--- config.mk ---
export PLATFORM = sky130hd
export DESIGN_NAME = operand_addr_gen
export DESIGN_NICKNAME = d
export VERILOG_FILES = /design/src/rtl/operand_addr_gen_pkg.sv /design/src/rtl/operand_addr_gen_ctrl.sv /design/src/rtl/operand_addr_gen_dp.sv /design/src/rtl/operand_addr_gen.sv
export SDC_FILE = /design/constraint.sdc
export NUM_CORES = 1
export LEC_CHECK = 0
export BUFFER_PORTS_ARGS = -buffer_cell sky130_fd_sc_hd__clkbuf_2
export CAP_MARGIN = 20
export CORE_MARGIN = 4
export CORE_UTILIZATION = 55
export CTS_BUF_LIST = sky130_fd_sc_hd__clkbuf_2 sky130_fd_sc_hd__clkbuf_4 sky130_fd_sc_hd__clkbuf_8
export DETAILED_ROUTE_END_ITERATION = 6
export PLACE_DENSITY = 0.79
export SYNTH_ARGS = -nofsm -noshare
export SYNTH_HDL_FRONTEND = slang
export SYNTH_SLANG_ARGS = --single-unit
--- constraint.sdc ---
create_clock -name clk -period 3.4 [get_ports clk]
set_input_delay 0.17 -clock clk [delete_from_list [all_inputs] [get_ports clk]]
set_output_delay 0.17 -clock clk [all_outputs]
set_load 0.05 [all_outputs]
--- src/rtl/operand_addr_gen_pkg.sv ---
package operand_addr_gen_pkg;

  typedef enum logic [2:0] {
    AM_ABS   = 3'd0,
    AM_IDX   = 3'd1,
    AM_IDXP  = 3'd2,
    AM_IDXB  = 3'd3,
    AM_IDXBP = 3'd4,
    AM_IDXW  = 3'd5,
    AM_STKB  = 3'd6,
    AM_RSV   = 3'd7
  } addrMode_e;

  typedef enum logic [1:0] {
    BASE_NONE  = 2'd0,
    BASE_INDEX = 2'd1,
    BASE_STACK = 2'd2
  } baseSel_e;

  typedef struct packed {
    logic     clearOff;
    logic     shiftByte;
    logic     issue;
    logic     incHx;
    baseSel_e baseSel;
  } ctrlStrobes_t;

  function automatic logic modePostInc(addrMode_e m);
    return (m == AM_IDXP) || (m == AM_IDXBP);
  endfunction

  function automatic baseSel_e modeBase(addrMode_e m);
    case (m)
      AM_ABS:  return BASE_NONE;
      AM_STKB: return BASE_STACK;
      default: return BASE_INDEX;
    endcase
  endfunction

endpackage

--- src/rtl/operand_addr_gen_ctrl.sv ---
module operand_addr_gen_ctrl
  import operand_addr_gen_pkg::*;
#(
  parameter int ADDR_W = 16,
  parameter int BYTE_W = 8
) (
  input  logic         clk,
  input  logic         rstN,
  input  logic         start,
  input  logic [2:0]   modeSel,
  input  logic         byteValid,
  input  logic         operandDone,
  output ctrlStrobes_t strobes,
  output logic         busy
);

  localparam int WORD_BYTES = ADDR_W / BYTE_W;
  localparam int CNT_W      = $clog2(WORD_BYTES + 1);

  typedef enum logic [1:0] {
    ST_IDLE  = 2'd0,
    ST_FETCH = 2'd1,
    ST_ISSUE = 2'd2,
    ST_HOLD  = 2'd3
  } state_e;

  state_e     state, stateNext;
  addrMode_e  modeQ, modeNext;
  logic [CNT_W-1:0] remain, remainNext;
  addrMode_e  modeIn;
  logic [CNT_W-1:0] needBytes;

  assign modeIn = addrMode_e'(modeSel);

  always_comb begin
    case (modeIn)
      AM_ABS, AM_IDXW:   needBytes = CNT_W'(WORD_BYTES);
      AM_IDXB, AM_IDXBP,
      AM_STKB:           needBytes = CNT_W'(1);
      default:           needBytes = '0;
    endcase
  end

  always_comb begin
    stateNext  = state;
    modeNext   = modeQ;
    remainNext = remain;
    strobes    = '{clearOff: 1'b0, shiftByte: 1'b0, issue: 1'b0,
                   incHx: 1'b0, baseSel: modeBase(modeQ)};
    case (state)
      ST_IDLE: begin
        if (start && modeIn != AM_RSV) begin
          modeNext         = modeIn;
          remainNext       = needBytes;
          strobes.clearOff = 1'b1;
          stateNext        = (needBytes == '0) ? ST_ISSUE : ST_FETCH;
        end
      end
      ST_FETCH: begin
        if (byteValid) begin
          strobes.shiftByte = 1'b1;
          remainNext        = remain - CNT_W'(1);
          if (remain == CNT_W'(1)) stateNext = ST_ISSUE;
        end
      end
      ST_ISSUE: begin
        strobes.issue = 1'b1;
        stateNext     = modePostInc(modeQ) ? ST_HOLD : ST_IDLE;
      end
      ST_HOLD: begin
        if (operandDone) begin
          strobes.incHx = 1'b1;
          stateNext     = ST_IDLE;
        end
      end
      default: stateNext = ST_IDLE;
    endcase
  end

  always_ff @(posedge clk or negedge rstN) begin
    if (!rstN) begin
      state  <= ST_IDLE;
      modeQ  <= AM_ABS;
      remain <= '0;
    end else begin
      state  <= stateNext;
      modeQ  <= modeNext;
      remain <= remainNext;
    end
  end

  assign busy = (state != ST_IDLE);

endmodule

--- src/rtl/operand_addr_gen_dp.sv ---
module operand_addr_gen_dp
  import operand_addr_gen_pkg::*;
#(
  parameter int ADDR_W = 16,
  parameter int BYTE_W = 8
) (
  input  logic              clk,
  input  logic              rstN,
  input  ctrlStrobes_t      strobes,
  input  logic [BYTE_W-1:0] progByte,
  input  logic [ADDR_W-1:0] spIn,
  input  logic              hxLoad,
  input  logic [ADDR_W-1:0] hxLoadData,
  output logic [ADDR_W-1:0] effAddr,
  output logic [ADDR_W-1:0] hxOut
);

  localparam int WORD_BYTES = ADDR_W / BYTE_W;

  logic [BYTE_W-1:0] offByte [WORD_BYTES];
  logic [ADDR_W-1:0] offWord;
  logic [ADDR_W-1:0] hxReg;
  logic [ADDR_W-1:0] baseVal;

  // Offset shift chain: slot 0 holds the newest (least significant) byte.
  for (genvar gi = 0; gi < WORD_BYTES; gi++) begin : g_off
    always_ff @(posedge clk or negedge rstN) begin
      if (!rstN) begin
        offByte[gi] <= '0;
      end else if (strobes.clearOff) begin
        offByte[gi] <= '0;
      end else if (strobes.shiftByte) begin
        if (gi == 0) offByte[gi] <= progByte;
        else         offByte[gi] <= offByte[(gi == 0) ? 0 : gi-1];
      end
    end
    assign offWord[gi*BYTE_W +: BYTE_W] = offByte[gi];
  end

  always_ff @(posedge clk or negedge rstN) begin
    if (!rstN)              hxReg <= '0;
    else if (hxLoad)        hxReg <= hxLoadData;
    else if (strobes.incHx) hxReg <= hxReg + ADDR_W'(1);
  end

  always_comb begin
    case (strobes.baseSel)
      BASE_INDEX: baseVal = hxReg;
      BASE_STACK: baseVal = spIn;
      default:    baseVal = '0;
    endcase
  end

  assign effAddr = strobes.issue ? (baseVal + offWord) : '0;
  assign hxOut   = hxReg;

endmodule

--- src/rtl/operand_addr_gen.sv ---
module operand_addr_gen
  import operand_addr_gen_pkg::*;
#(
  parameter int ADDR_W = 16,
  parameter int BYTE_W = 8
) (
  input  logic              clk,
  input  logic              rstN,
  input  logic              start,
  input  logic [2:0]        modeSel,
  input  logic              byteValid,
  input  logic [BYTE_W-1:0] progByte,
  input  logic [ADDR_W-1:0] spIn,
  input  logic              hxLoad,
  input  logic [ADDR_W-1:0] hxLoadData,
  input  logic              operandDone,
  output logic [ADDR_W-1:0] effAddr,
  output logic              addrValid,
  output logic              busy,
  output logic [ADDR_W-1:0] hxOut
);

  ctrlStrobes_t strobes;

  operand_addr_gen_ctrl #(.ADDR_W(ADDR_W), .BYTE_W(BYTE_W)) u_ctrl (
    .clk(clk), .rstN(rstN), .start(start), .modeSel(modeSel),
    .byteValid(byteValid), .operandDone(operandDone),
    .strobes(strobes), .busy(busy)
  );

  operand_addr_gen_dp #(.ADDR_W(ADDR_W), .BYTE_W(BYTE_W)) u_dp (
    .clk(clk), .rstN(rstN), .strobes(strobes), .progByte(progByte),
    .spIn(spIn), .hxLoad(hxLoad), .hxLoadData(hxLoadData),
    .effAddr(effAddr), .hxOut(hxOut)
  );

  assign addrValid = strobes.issue;

endmodule

==> results_dict.tcl <==
set metrics [dict create \
    setup_violations 0 \
    peakVddDrop_mv 0.5996 \
    antenna_cells 0 \
    cp-end-kind "output port" \
    clkTransAtPathRegs_ps 80 \
    status "complete, no violations" \
    post_dp_cell_area_sq_um 3731 \
    slew_headroom_pct 45.47 \
    clkLatencyLatePin_ps 300 \
    area_growth_pct 30.50 \
    start_util_pct 56.76 \
    row_count 27 \
    cts_root_buf "clkbuf_8" \
    r2r-end "u_ctrl.remain[1]" \
    nets 555 \
    cp_data_arrival_time_ps 3150 \
    hold_path.startpoint "hxLoadData[3]" \
    drtAntennaViolNets 0 \
    route.vias.total 3251 \
    p_leak_uw 0.001822 \
    start_kind "register" \
    rrSetupSlack_ps 1220 \
    grt_max_degree 40 \
    crit_path_max_fanout 7 \
    holdWs_ps 70.56 \
    cts_num_sinks 39 \
    crit_chain "nor2b_1 -> or2_1 -> a22o_1 -> ha_1 -> a211oi_2 -> o211ai_1 -> a21o_1 -> a21oi_2 -> mux2i_2 -> buf_12" \
    worstReg2RegStart "u_ctrl.state[1]" \
    core_sq_um 5507 \
    ios 83 \
    first_iter_violations 174 \
    postLayoutCellArea_sq_um 4079 \
    wl_per_cell_um 16.27 \
    avgSynthCellArea_sq_um 7.698 \
    ys_seq_area_share_pct 31.22 \
    syn-num-nets 473 \
    r2r_cells 5 \
    p_per_area_nw_per_um2 935.5 \
    drive_gt1_share_pct 29.04 \
    synth-main-ff-cell "dfrtp_1" \
    holdPathStages 3 \
    synth-edff-count 0 \
    mostFrequentLayoutCell "nand2_1" \
    clockBufferDepth 2 \
    dieWidth_um 83.39 \
    worst-setup-path-type "reg -> out" \
    drt_wl_total_um 9128 \
    cts_tree "built" \
    drv_cap 0 \
    drv_slew 0 \
    synthArstFlopShare_pct 100.0 \
    fin_crit_ps 3317 \
    critical_path.max_stage_delay_ps 460 \
    dieArea_sq_um 6953 \
    hold_end "u_dp.hxOut[3]" \
    grt_pass1_wl_um 14250 \
    cp_slowest_cell "dfrtp_2" \
    worst_pin_slew_ps 814.9 \
    cts_buffers 5 \
    skew_ps 6.064 \
    layout_common_cells "83 x nand2_1, 73 x clkbuf_2, 38 x o21ai_0, 38 x dfrtp_1, 28 x a21oi_1" \
    hold_viol 0 \
    crit_required_ps 3230 \
    ys_ff_latch 39 \
    syn_area_sq_um 3125 \
    min-delay-path-class "in -> reg" \
    period_share_pct 97.56 \
    synth_cell_type_count 44 \
    htree_levels 2 \
    fmax_mhz 301.5 \
    drc 0 \
    die_h_um 83.39 \
    total_power_uw 3816 \
    grtUsageTotal_pct 24.79 \
    grt-ovfl-total 0 \
    dpl.hpwl_um 6679 \
    gp_congestion 0.9115 \
    syn_inst 406 \
    first_pass_iters 4 \
    portBuffers 82 \
    antenna_found_initial 0 \
    yosysWarnings 0 \
    grt_pass1_vias 3192 \
    routed_via_density 5.795 \
]
-- state kept, by name, summed over array words and instances, names as in the netlist --
signal,cells
u_ctrl.modeQ,3
u_ctrl.state,2
u_ctrl.remain,2
u_dp.offByte,16
u_dp.hxOut,16
-- what timing repair did --
item                                   CTS  global route
pin swaps                                1            11
setup endpoints to repair                6             9
endpoints found under the hold margin    0            39
hold buffers                             0             1
gates resized for setup                 14            29
buffers inserted                         0             5
-- critical path: cells and delay by family (launching register included) --
family	cells	cell delay [ps]
AO/OA/AOI/OAI	5	1110
adder cells (fa/ha/maj)	1	340
buffers and inverters	1	180
flip-flops	1	460
multiplexers	1	350
AND/OR/NAND/NOR	2	410
-- cell usage after synthesis, types with 2 or more instances --
cell type,instances,share of area [%]
clkbuf_1,14,1.7
a22o_1,15,4.2
inv_1,27,3.2
ha_1,17,6.8
mux2_2,3,1.1
o211ai_1,4,0.96
a31oi_1,3,0.60
a21o_1,2,0.48
nor3_1,5,0.80
nor2_1,20,2.4
and2_1,4,0.80
nor4_1,2,0.40
xor2_1,6,1.7
nand2b_1,3,0.60
o21ai_0,45,7.2
nor2b_1,5,1.0
xnor2_1,21,5.9
nand2_1,84,10
nand4_1,2,0.40
dfrtp_1,39,31
buf_4,2,0.48
and4_1,2,0.56
buf_2,5,0.80
mux2i_1,7,2.2
nand3_1,6,0.96
or3_1,2,0.40
o21ai_1,5,0.80
or2_1,2,0.40
o41ai_1,2,0.56
a21oi_1,35,5.6
a211oi_1,4,0.96
-- cell families (layout without fill, tap and decap cells) --
group	Yosys count	count (layout)	share of synthesized area [%]
AO/OA/AOI/OAI	120	120	22.66
XOR/XNOR	27	27	7.566
adder cells (fa/ha/maj)	18	18	7.446
buffers and inverters	48	131	6.205
flip-flops	39	39	31.23
multiplexers	10	10	3.323
AND/OR/NAND/NOR	144	144	21.58
-- metrics by stage --
| step | utilization [%] | setup slack [ps] | instances | setup TNS [ps] |
|---|---|---|---|---|
| 6_report | 74.07 | 83.04 | 561 | 0 |
| 2_1_floorplan | - | -101.8 | 406 | -101.8 |
| 5_1_grt | 74.07 | -24.70 | 561 | -49.05 |
| 3_5_place_dp | 67.76 | 71.15 | 546 | 0 |
| 3_3_place_gp | 67.76 | 197.2 | 546 | 0 |
| 4_1_cts | 70.03 | 1.978 | 554 | 0 |
-- power by group --
group	total, uW	leakage [uW]	switching (uW)	internal (uW)
Combinational	2680	0.00129	1580	1100
Clock	326	0.0000446	174	152
Sequential	809	0.000488	200	609
-- layer usage --
metal  wire (um)  track usage [%]  up-vias
li1            -                -     1565
met1        3689            30.19     1546
met2        4674            43.59      116
met3         554            4.464       24
met4         209            8.915        0
met5           0                0        -
-- how the worst max path moves through the flow --
stage | to | cells after the start | start | slack (ps)
2_1_floorplan | effAddr[12] | 13 | u_ctrl.modeQ[2] | -100
3_3_place_gp | effAddr[14] | 11 | u_ctrl.modeQ[2] | 200
3_5_place_dp | effAddr[14] | 12 | u_ctrl.modeQ[2] | 70
4_1_cts | effAddr[12] | 11 | u_ctrl.modeQ[2] | 2
5_1_grt | effAddr[15] | 10 | u_ctrl.modeQ[2] | -20
6_report | effAddr[15] | 10 | u_ctrl.modeQ[2] | 80
-- layout make-up --
class | instances | area (sq um)
Sequential cell | 39 | 977.2
Clock inverter | 2 | 12.51
Timing Repair Buffer | 96 | 656.9
Inverter | 27 | 101.3
Clock buffer | 6 | 76.32
Fill cell | 417 | 1428
Multi-Input combinational cell | 319 | 2165
Tap cell | 72 | 90.09
No activity file was read; power rests on OpenSTA's default activity.
